**src/rtl/trimul_pkg.sv**
```systemverilog
package trimul_pkg;
   // default widths of the complex multiplier library block
   localparam int TM_DATA_W    = 18;
   localparam int TM_COEF_W    = 18;
   localparam int TM_FRAC_W    = 17;
   localparam int TM_OUT_W     = 18;
   localparam int TM_MUL_LIMIT = 18;
   localparam int TM_LATENCY   = 3;

   typedef enum logic {
      LANE_RE = 1'b0,
      LANE_IM = 1'b1
   } lane_e;
endpackage

```
**src/rtl/trimul_preadd.sv**
```systemverilog
module trimul_preadd #(
   parameter int DATA_W = 18,
   parameter int COEF_W = 18
) (
   input  logic                     clk,
   input  logic                     rst_n,
   input  logic                     vld_i,
   input  logic signed [DATA_W-1:0] x_re_i,
   input  logic signed [DATA_W-1:0] x_im_i,
   input  logic signed [COEF_W-1:0] w_re_i,
   input  logic signed [COEF_W-1:0] w_im_i,
   output logic                     vld_o,
   output logic signed [DATA_W-1:0] x_re_o,
   output logic signed [COEF_W-1:0] w_re_o,
   output logic signed [COEF_W-1:0] w_im_o,
   output logic signed [DATA_W:0]   x_dif_o,
   output logic signed [DATA_W:0]   x_sum_o,
   output logic signed [COEF_W:0]   w_dif_o
);
   localparam int XE_W = DATA_W + 1;
   localparam int WE_W = COEF_W + 1;

   logic signed [XE_W-1:0] xr_ext, xi_ext;
   logic signed [WE_W-1:0] wr_ext, wi_ext;
   logic signed [XE_W-1:0] x_dif, x_sum;
   logic signed [WE_W-1:0] w_dif;

   // sign extension by one bit so the pre-adders cannot overflow
   assign xr_ext = {x_re_i[DATA_W-1], x_re_i};
   assign xi_ext = {x_im_i[DATA_W-1], x_im_i};
   assign wr_ext = {w_re_i[COEF_W-1], w_re_i};
   assign wi_ext = {w_im_i[COEF_W-1], w_im_i};

   assign x_dif = xr_ext - xi_ext;
   assign x_sum = xr_ext + xi_ext;
   assign w_dif = wr_ext - wi_ext;

   always_ff @(posedge clk or negedge rst_n) begin
      if (!rst_n) begin
         vld_o   <= 1'b0;
         x_re_o  <= '0;
         w_re_o  <= '0;
         w_im_o  <= '0;
         x_dif_o <= '0;
         x_sum_o <= '0;
         w_dif_o <= '0;
      end else begin
         vld_o <= vld_i;
         if (vld_i) begin
            x_re_o  <= x_re_i;
            w_re_o  <= w_re_i;
            w_im_o  <= w_im_i;
            x_dif_o <= x_dif;
            x_sum_o <= x_sum;
            w_dif_o <= w_dif;
         end
      end
   end
endmodule

```
**src/rtl/trimul_mulstage.sv**
```systemverilog
module trimul_mulstage #(
   parameter int DATA_W = 18,
   parameter int COEF_W = 18
) (
   input  logic                            clk,
   input  logic                            rst_n,
   input  logic                            vld_i,
   input  logic signed [DATA_W-1:0]        x_re_i,
   input  logic signed [COEF_W-1:0]        w_re_i,
   input  logic signed [COEF_W-1:0]        w_im_i,
   input  logic signed [DATA_W:0]          x_dif_i,
   input  logic signed [DATA_W:0]          x_sum_i,
   input  logic signed [COEF_W:0]          w_dif_i,
   output logic                            vld_o,
   output logic signed [DATA_W+COEF_W:0]   p_wi_xdif_o,
   output logic signed [DATA_W+COEF_W:0]   p_wr_xsum_o,
   output logic signed [DATA_W+COEF_W:0]   p_xr_wdif_o
);
   localparam int PROD_W = DATA_W + COEF_W + 1;

   logic signed [PROD_W-1:0] m_a, m_b, m_c;

   // the three real multipliers
   assign m_a = w_im_i * x_dif_i;
   assign m_b = w_re_i * x_sum_i;
   assign m_c = x_re_i * w_dif_i;

   always_ff @(posedge clk or negedge rst_n) begin
      if (!rst_n) begin
         vld_o       <= 1'b0;
         p_wi_xdif_o <= '0;
         p_wr_xsum_o <= '0;
         p_xr_wdif_o <= '0;
      end else begin
         vld_o <= vld_i;
         if (vld_i) begin
            p_wi_xdif_o <= m_a;
            p_wr_xsum_o <= m_b;
            p_xr_wdif_o <= m_c;
         end
      end
   end
endmodule

```
**src/rtl/trimul_rndsat.sv**
```systemverilog
module trimul_rndsat #(
   parameter int IN_W   = 38,
   parameter int FRAC_W = 17,
   parameter int OUT_W  = 18
) (
   input  logic                    clk,
   input  logic                    rst_n,
   input  logic                    en_i,
   input  logic signed [IN_W-1:0]  sum_i,
   output logic signed [OUT_W-1:0] q_o
);
   localparam int EXT_W = IN_W + 1;
   localparam int SH_W  = EXT_W - FRAC_W;
   localparam logic signed [SH_W-1:0] MAXV =
      $signed({{(SH_W-OUT_W+1){1'b0}}, {(OUT_W-1){1'b1}}});
   localparam logic signed [SH_W-1:0] MINV = ~MAXV;

   logic signed [EXT_W-1:0] sum_x, half, neg_adj, rnd;
   logic signed [SH_W-1:0]  scaled;
   logic [FRAC_W-1:0]       frac_unused;
   logic signed [OUT_W-1:0] sat;

   assign sum_x   = {sum_i[IN_W-1], sum_i};
   assign half    = $signed({{(EXT_W-1){1'b0}}, 1'b1} << (FRAC_W - 1));
   // one less on negative values turns round-half-up into half-away
   assign neg_adj = $signed({{(EXT_W-1){1'b0}}, sum_i[IN_W-1]});
   assign rnd     = sum_x + half - neg_adj;

   assign scaled      = rnd[EXT_W-1:FRAC_W];
   assign frac_unused = rnd[FRAC_W-1:0];

   always_comb begin
      if (scaled > MAXV)
         sat = MAXV[OUT_W-1:0];
      else if (scaled < MINV)
         sat = MINV[OUT_W-1:0];
      else
         sat = scaled[OUT_W-1:0];
   end

   always_ff @(posedge clk or negedge rst_n) begin
      if (!rst_n)
         q_o <= '0;
      else if (en_i)
         q_o <= sat;
   end
endmodule

```
**src/rtl/trimul_cplx.sv**
```systemverilog
module trimul_cplx
   import trimul_pkg::*;
#(
   parameter int DATA_W    = TM_DATA_W,
   parameter int COEF_W    = TM_COEF_W,
   parameter int FRAC_W    = TM_FRAC_W,
   parameter int OUT_W     = TM_OUT_W,
   parameter int MUL_LIMIT = TM_MUL_LIMIT
) (
   input  logic                     clk,
   input  logic                     rst_n,
   input  logic                     in_vld,
   input  logic signed [DATA_W-1:0] in_x_re,
   input  logic signed [DATA_W-1:0] in_x_im,
   input  logic signed [COEF_W-1:0] in_w_re,
   input  logic signed [COEF_W-1:0] in_w_im,
   output logic                     out_vld,
   output logic signed [OUT_W-1:0]  out_re,
   output logic signed [OUT_W-1:0]  out_im
);
   localparam int PROD_W = DATA_W + COEF_W + 1;
   localparam int SUM_W  = PROD_W + 1;
   localparam int LANES  = 2;

   // elaboration-time parameter checks
   if (DATA_W > MUL_LIMIT || COEF_W > MUL_LIMIT) begin : g_bad_width
      $error("trimul_cplx: operand width exceeds multiplier limit");
   end
   if (FRAC_W < 1 || FRAC_W >= DATA_W + COEF_W) begin : g_bad_frac
      $error("trimul_cplx: FRAC_W out of range");
   end
   if (OUT_W < 2 || OUT_W > SUM_W - FRAC_W) begin : g_bad_out
      $error("trimul_cplx: OUT_W out of range");
   end

   logic                     v1, v2;
   logic signed [DATA_W-1:0] s1_xr;
   logic signed [COEF_W-1:0] s1_wr, s1_wi;
   logic signed [DATA_W:0]   s1_xdif, s1_xsum;
   logic signed [COEF_W:0]   s1_wdif;
   logic signed [PROD_W-1:0] p_a, p_b, p_c;
   logic signed [OUT_W-1:0]  lane_q [LANES];

   trimul_preadd #(.DATA_W(DATA_W), .COEF_W(COEF_W)) u_pre (
      .clk(clk), .rst_n(rst_n), .vld_i(in_vld),
      .x_re_i(in_x_re), .x_im_i(in_x_im),
      .w_re_i(in_w_re), .w_im_i(in_w_im),
      .vld_o(v1), .x_re_o(s1_xr), .w_re_o(s1_wr), .w_im_o(s1_wi),
      .x_dif_o(s1_xdif), .x_sum_o(s1_xsum), .w_dif_o(s1_wdif)
   );

   trimul_mulstage #(.DATA_W(DATA_W), .COEF_W(COEF_W)) u_mul (
      .clk(clk), .rst_n(rst_n), .vld_i(v1),
      .x_re_i(s1_xr), .w_re_i(s1_wr), .w_im_i(s1_wi),
      .x_dif_i(s1_xdif), .x_sum_i(s1_xsum), .w_dif_i(s1_wdif),
      .vld_o(v2), .p_wi_xdif_o(p_a), .p_wr_xsum_o(p_b), .p_xr_wdif_o(p_c)
   );

   // post-adders and round/saturate, one lane per output part
   for (genvar g = 0; g < LANES; g++) begin : g_lane
      logic signed [SUM_W-1:0] lane_sum;
      if (g == int'(LANE_RE)) begin : g_re
         assign lane_sum = $signed({p_a[PROD_W-1], p_a}) + $signed({p_c[PROD_W-1], p_c});
      end else begin : g_im
         assign lane_sum = $signed({p_b[PROD_W-1], p_b}) - $signed({p_c[PROD_W-1], p_c});
      end
      trimul_rndsat #(.IN_W(SUM_W), .FRAC_W(FRAC_W), .OUT_W(OUT_W)) u_rs (
         .clk(clk), .rst_n(rst_n), .en_i(v2),
         .sum_i(lane_sum), .q_o(lane_q[g])
      );
   end

   always_ff @(posedge clk or negedge rst_n) begin
      if (!rst_n)
         out_vld <= 1'b0;
      else
         out_vld <= v2;
   end

   assign out_re = lane_q[int'(LANE_RE)];
   assign out_im = lane_q[int'(LANE_IM)];


   latency_chk: assert property (@(posedge clk) disable iff (!rst_n)
      ($past(rst_n) && $past(rst_n, 2) && $past(rst_n, 3)) |-> (out_vld == $past(in_vld, 3)));


   hold_chk: assert property (@(posedge clk) disable iff (!rst_n)
      ($past(rst_n) && !out_vld) |-> ($stable(out_re) && $stable(out_im)));


   zero_coef_chk: assert property (@(posedge clk) disable iff (!rst_n)
      ($past(rst_n) && $past(rst_n, 2) && $past(rst_n, 3) &&
       $past(in_vld && in_w_re == '0 && in_w_im == '0, 3))
      |-> (out_re == '0 && out_im == '0));


   zero_samp_chk: assert property (@(posedge clk) disable iff (!rst_n)
      ($past(rst_n) && $past(rst_n, 2) && $past(rst_n, 3) &&
       $past(in_vld && in_x_re == '0 && in_x_im == '0, 3))
      |-> (out_re == '0 && out_im == '0));
endmodule

```
**config.mk**
```make
export PLATFORM = sky130hd
export DESIGN_NAME = trimul_cplx
export DESIGN_NICKNAME = d
export VERILOG_FILES = /design/src/rtl/trimul_pkg.sv /design/src/rtl/trimul_preadd.sv /design/src/rtl/trimul_mulstage.sv /design/src/rtl/trimul_rndsat.sv /design/src/rtl/trimul_cplx.sv
export SDC_FILE = /design/constraint.sdc
export NUM_CORES = 2
export LEC_CHECK = 0
export BUFFER_PORTS_ARGS = -buffer_cell sky130_fd_sc_hd__buf_4
export CAP_MARGIN = 20
export CORE_MARGIN = 1
export CORE_UTILIZATION = 49
export DETAILED_ROUTE_END_ITERATION = 16
export HOLD_SLACK_MARGIN = 0.15
export PLACE_DENSITY_LB_ADDON = 0.3
export SETUP_SLACK_MARGIN = 0.05
export SLEW_MARGIN = 30
export SYNTH_ARGS = -nofsm -noshare
export SYNTH_HDL_FRONTEND = slang
export SYNTH_SLANG_ARGS = --single-unit
```
**constraint.sdc**
```tcl
create_clock -name clk -period 7.2 [get_ports clk]
set_input_delay 0.72 -clock clk [delete_from_list [all_inputs] [get_ports clk]]
set_output_delay 0.72 -clock clk [all_outputs]
set_load 0.01 [all_outputs]
```
* Word-level counts from Yosys, hierarchy flattened
Cells that the tools add are included.
W data, S select, Z words.
** Word-level totals
- Logic and storage cells :: 34
- Flip-flop bits (word level) :: 261
** Operators by class
- Magnitude comparators :: 4
- Multiply operators :: 3
- Muxes and demuxes :: 4
- Add/subtract/negate cells :: 9
** Operators with widths (number)
- $mul A18 B19 Y37 :: 3
- $add A38 B18 Y39 const B :: 2
- $sub A39 B2 Y39 :: 2
- $mux W18 :: 4
- $gt A22 B18 Y1 const B :: 2
- $lt A22 B18 Y1 const B :: 2
- $add A37 B37 Y38 :: 1
- $sub A18 B18 Y19 :: 2
- $sub A37 B37 Y38 :: 1
- $add A18 B18 Y19 :: 1

* Longest topological paths before layout
- Depth after elaboration :: 6
- Depth in mapped cells :: 32

* Modules after synthesis
From an unflattened synthesis, not the netlist that was laid out.
** Unflattened totals
- Cells, all modules :: 6446
- Area, all modules :: 58457.3 µm²
** By module, submodules not included
- trimul_mulstage :: sequential area each 2802.7 µm², cells an instance 4468, times used 1, area each 41956.5 µm²
- trimul_preadd :: sequential area each 2777.7 µm², cells an instance 718, times used 1, area each 7060.5 µm²
- trimul_rndsat :: sequential area each 450.4 µm², cells an instance 327, times used 2, area each 2637.5 µm²
- trimul_cplx :: sequential area each 25.0 µm², cells an instance 606, times used 1, area each 4165.2 µm²

* Worst setup path before layout
OpenSTA, ideal clock, no wires.
- Path type :: reg2reg
- Start point :: register u_pre.x_sum_o[12]
- End point :: register u_mul.p_wr_xsum_o[35]
- Required time :: 7.064 ns
- Cell stages (with the launch flop) :: 30
- Path buffers :: 2
- Slack :: 0.167 ns
- Arrival :: 6.897 ns
- Cell sequence :: dfrtp_1 clkbuf_1 clkbuf_1 nand2_1 fa_1 inv_1 fa_1 inv_1 fa_1 inv_1 fa_1 inv_1 fa_1 inv_1 fa_1 ha_1 nor4_1 a21boi_0 a21boi_0 nand4_1 a31oi_1 o31a_1 o41ai_1 o211a_1 a211oi_1 nand4_1 nand4b_1 o31ai_1 xor2_1 a21oi_1
** On the way
- Cells in the longest elaborated chain, start to end :: 1
** Ends and longest elaborated chain
- start: declaration :: line trimul_preadd.sv:17 : output logic signed [DATA_W:0] x_sum_o,
- start signal: assignment :: line trimul_preadd.sv:54 : x_sum_o <= x_sum;
- $mul A18 B19 Y37 :: line trimul_mulstage.sv:25 : assign m_b = w_re_i * x_sum_i;
- end signal: assignment :: line trimul_mulstage.sv:38 : p_wr_xsum_o <= m_b;
- end: declaration :: line trimul_mulstage.sv:16 : output logic signed [DATA_W+COEF_W:0] p_wr_xsum_o,
No other way between the ends.
A chain may end at the register's enable or synchronous reset.

* Final worst setup path
- Start point :: register u_pre.w_im_o[16]
- End point :: register u_mul.p_wi_xdif_o[36]
** On the way
- Cells in the longest elaborated chain, start to end :: 1
** Ends and longest elaborated chain
- start: declaration :: line trimul_preadd.sv:15 : output logic signed [COEF_W-1:0] w_im_o,
- start signal: assignment :: line trimul_preadd.sv:52 : w_im_o <= w_im_i;
- $mul A18 B19 Y37 :: line trimul_mulstage.sv:24 : assign m_a = w_im_i * x_dif_i;
- end signal: assignment :: line trimul_mulstage.sv:37 : p_wi_xdif_o <= m_a;
- end: declaration :: line trimul_mulstage.sv:15 : output logic signed [DATA_W+COEF_W:0] p_wi_xdif_o,
No other way between the ends.

==> metrics <==
latest clock arrival within the worst-skew pair=0.60 ns; final number of hold-violating endpoints=0; Max Slew Vio Count=0; Clk Tree Root Cell=sky130_fd_sc_hd__clkbuf_16; Fin Setup TNS=0 ns; final net count=7919; combined global-route utilization of all metal layers=27.9%; Via density=5.42; CTS buffer count=37; mapped cell area=0.0563 mm^2; Via Count=42.5k; number of different library cells in the post-synthesis netlist=91; Maximum Capacitance Violations=0; startpoint type of the worst setup path=register; number of enable-type register cells in the synthesized netlist=0; DRT Pass-1 Iters=6; largest net degree at the start of global routing=113; layout filler cell count=10.4k; final WL=157000 um; area growth from synthesis to layout=8.76%; number of I/O port buffers=111; CTS H-tree depth=2; count of pins on the block boundary=112; FF+latch count, synth=260; status=completed; most common cell after layout, fill and taps aside=sky130_fd_sc_hd__inv_1; HPWL reported at the end of detailed placement=134000 um; Total Die Area=0.116 mm^2; dominant register cell in the synthesized netlist=sky130_fd_sc_hd__dfrtp_1; average routed wire per standard cell=20.0 um; Post-synth ARST share=100%; DRT antenna net count=0; DRC violation count after routing=0; maximum clock path buffer count=3; routability cong.=0.934; Synth Area per Inst=9.05 um^2; Clock Skew=0.0369 ns; Hold Crit Class=input pin to register; clock slew at reported path FFs=0.06 ns; vertical extent of the die=341 um; most frequent cells in the layout=sky130_fd_sc_hd__inv_1, sky130_fd_sc_hd__fa_1, sky130_fd_sc_hd__nand2_1; kind of capture point of the worst setup path=register; critical path arrival=7.36 ns; core area=0.113 mm^2; total congestion overflow after global routing=0; FMAX=0.145 GHz; row count=123; RSZ-0062 raised after global routing=true; number of standard cells after synthesis=6219; TritonCTS Sinks=260; Post-Synthesis Net Count=7819; Worst Path Required=7.65 ns; count of final setup violators=0; via count of the first global-routing pass=44.7k; number of DRC markers in iteration 0=2665; initial cell density of the core=49.7%; remaining max-slew budget at the tightest pin=37.3%; width of the die=341 um; layout cell share with drive strength beyond 1=10.2%; slew at the pin with the worst max-slew slack=0.934 ns; first-pass GRT wire length=251000 um; post-route minimum period=6.91 ns; share of the clock period used by the worst path after layout=96.0%; CP Class=register to register; highest fanout seen on the critical path=11; fraction of the yosys area taken by sequential cells=11.6%; number of antenna violations at the first check in global routing=4; Synth warnings=0; CTS tree=yes
## per-stage QoR
step / instances / utilization [%] / hold WS, ns / worst slack [ns] / cell area (um^2)
floorplan: 6219 / - / 0.389 / 0.167 / 56300
CTS: 7822 / 53.7 / 0.226 / 0.0799 / 60800
finish: 7847 / 54.1 / 0.392 / 0.291 / 61200
detailed placement: 7756 / 52.6 / 0.475 / 0.0476 / 59500
global route: 7846 / 54.1 / 0.395 / 0.0127 / 61200
global placement: 7756 / 52.6 / 0.469 / 0.142 / 59500
## registers in the layout (all words and copies together) (netlist names)
signal	count
u_mul.p_wi_xdif_o	37
u_mul.p_wr_xsum_o	37
u_mul.p_xr_wdif_o	37
g_lane.u_rs.q_o	36
u_pre.w_dif_o	19
u_pre.x_sum_o	19
u_pre.w_im_o	18
u_pre.w_re_o	18
u_pre.x_dif_o	18
u_pre.x_re_o	18
out_vld	1
u_mul.vld_o	1
u_pre.vld_o	1
## per-layer routing
metal	part of all wire (%)	global-route usage (%)	up-vias
met4	4.5	10.8	4
met1	43	37.1	21600
met5	0.018	0	-
li1	-	-	19400
met2	47	45.9	1201
met3	6.3	4.27	276
## path summary, 6_finish.rpt
check	from	to	slack, ns	depth (start not counted)
worst max-delay path	u_pre.w_im_o[16]	u_mul.p_wi_xdif_o[36]	0.29	22
worst min-delay path	in_x_re[17]	u_pre.x_re_o[17]	0.39	3
worst max register to register	u_pre.w_im_o[16]	u_mul.p_wi_xdif_o[36]	0.29	22
worst min register to register	g_lane[0].u_rs.q_o[17]	g_lane[0].u_rs.q_o[17]	0.48	1
max in group asynchronous	rst_n	u_pre.x_sum_o[4]	5.46	3
min in group asynchronous	rst_n	u_pre.w_im_o[14]	0.60	2
## cell type report
type	count	area, um^2	share of cell area (%)
sequential	260	6560	10.7
tap	1500	1880	3.07
antenna	1	2.50	0.00409
timing repair buffer	337	2660	4.34
clock buffer	47	1000	1.64
multi-input combinational	4430	44200	72.2
inverter	1253	4700	7.68
clock inverter	19	231	0.378
## synth_stat cells, types with 9 or more instances
library cell               instances  share of area [%]
sky130_fd_sc_hd__a211o_1           9               0.14
sky130_fd_sc_hd__a211oi_1         26               0.35
sky130_fd_sc_hd__a21boi_0         17               0.23
sky130_fd_sc_hd__a21o_1          116                1.5
sky130_fd_sc_hd__a21oi_1         223                2.0
sky130_fd_sc_hd__a21oi_2          11               0.17
sky130_fd_sc_hd__a31oi_1          22               0.24
sky130_fd_sc_hd__and2_1          349                3.9
sky130_fd_sc_hd__and3_1           23               0.26
sky130_fd_sc_hd__clkbuf_1        259                1.7
sky130_fd_sc_hd__dfrtp_1         260                 12
sky130_fd_sc_hd__fa_1           1040                 37
sky130_fd_sc_hd__ha_1            485                 11
sky130_fd_sc_hd__inv_1          1251                8.3
sky130_fd_sc_hd__mux2_2          120                2.4
sky130_fd_sc_hd__nand2_1         812                5.4
sky130_fd_sc_hd__nand2b_1         90                1.0
sky130_fd_sc_hd__nand3_1          45               0.40
sky130_fd_sc_hd__nand4_1          17               0.19
sky130_fd_sc_hd__nor2_1          199                1.3
sky130_fd_sc_hd__nor2b_1          49               0.54
sky130_fd_sc_hd__nor3_1           57               0.51
sky130_fd_sc_hd__nor4_1            9               0.10
sky130_fd_sc_hd__o21a_1           46               0.61
sky130_fd_sc_hd__o21ai_0         174                1.5
sky130_fd_sc_hd__o21bai_1         35               0.47
sky130_fd_sc_hd__o221a_2          14               0.28
sky130_fd_sc_hd__o31ai_1          26               0.35
sky130_fd_sc_hd__or3_1            17               0.19
sky130_fd_sc_hd__xnor2_1         168                2.6
sky130_fd_sc_hd__xor2_1           71                1.1
## cells by family after synthesis
kind of cell               after synthesis  synth area share, %
xor gates and xnor gates               240                 3.75
muxes                                  126                 2.51
DFF                                    260                 11.6
and+or+nand+nor                       1703                 14.3
adders and majority gates             1525                 47.8
AOI/OAI and AO/OA                      836                 9.85
buffers and inverters                 1529                 10.2
## worst max-delay path, cell delays in order (launching register included)
cell                       delay (ns)
sky130_fd_sc_hd__dfrtp_1         0.75
sky130_fd_sc_hd__nand2_1         0.16
sky130_fd_sc_hd__fa_1            0.50
sky130_fd_sc_hd__fa_1            0.49
sky130_fd_sc_hd__inv_1           0.05
sky130_fd_sc_hd__fa_1            0.47
sky130_fd_sc_hd__inv_1           0.05
sky130_fd_sc_hd__fa_1            0.50
sky130_fd_sc_hd__fa_1            0.50
sky130_fd_sc_hd__inv_1           0.05
sky130_fd_sc_hd__fa_1            0.43
sky130_fd_sc_hd__ha_1            0.22
sky130_fd_sc_hd__nor3_1          0.32
sky130_fd_sc_hd__nor4b_4         0.33
sky130_fd_sc_hd__and3b_1         0.28
sky130_fd_sc_hd__o311ai_1        0.14
sky130_fd_sc_hd__a221oi_2        0.32
sky130_fd_sc_hd__o21ai_1         0.14
sky130_fd_sc_hd__o41a_1          0.38
sky130_fd_sc_hd__a211o_1         0.30
sky130_fd_sc_hd__a21oi_1         0.17
sky130_fd_sc_hd__xnor2_1         0.14
sky130_fd_sc_hd__a21oi_1         0.09
## what timing repair did
action	CTS	global route
endpoints found under the hold margin	0	20
buffers inserted	0	21
pin swaps	0	5
hold buffers	0	1
setup endpoints to repair	2	31
resized for setup	2	68
Power is not shown: default switching activity piles up to over one toggle a cycle in this logic, so the estimate is an artifact.
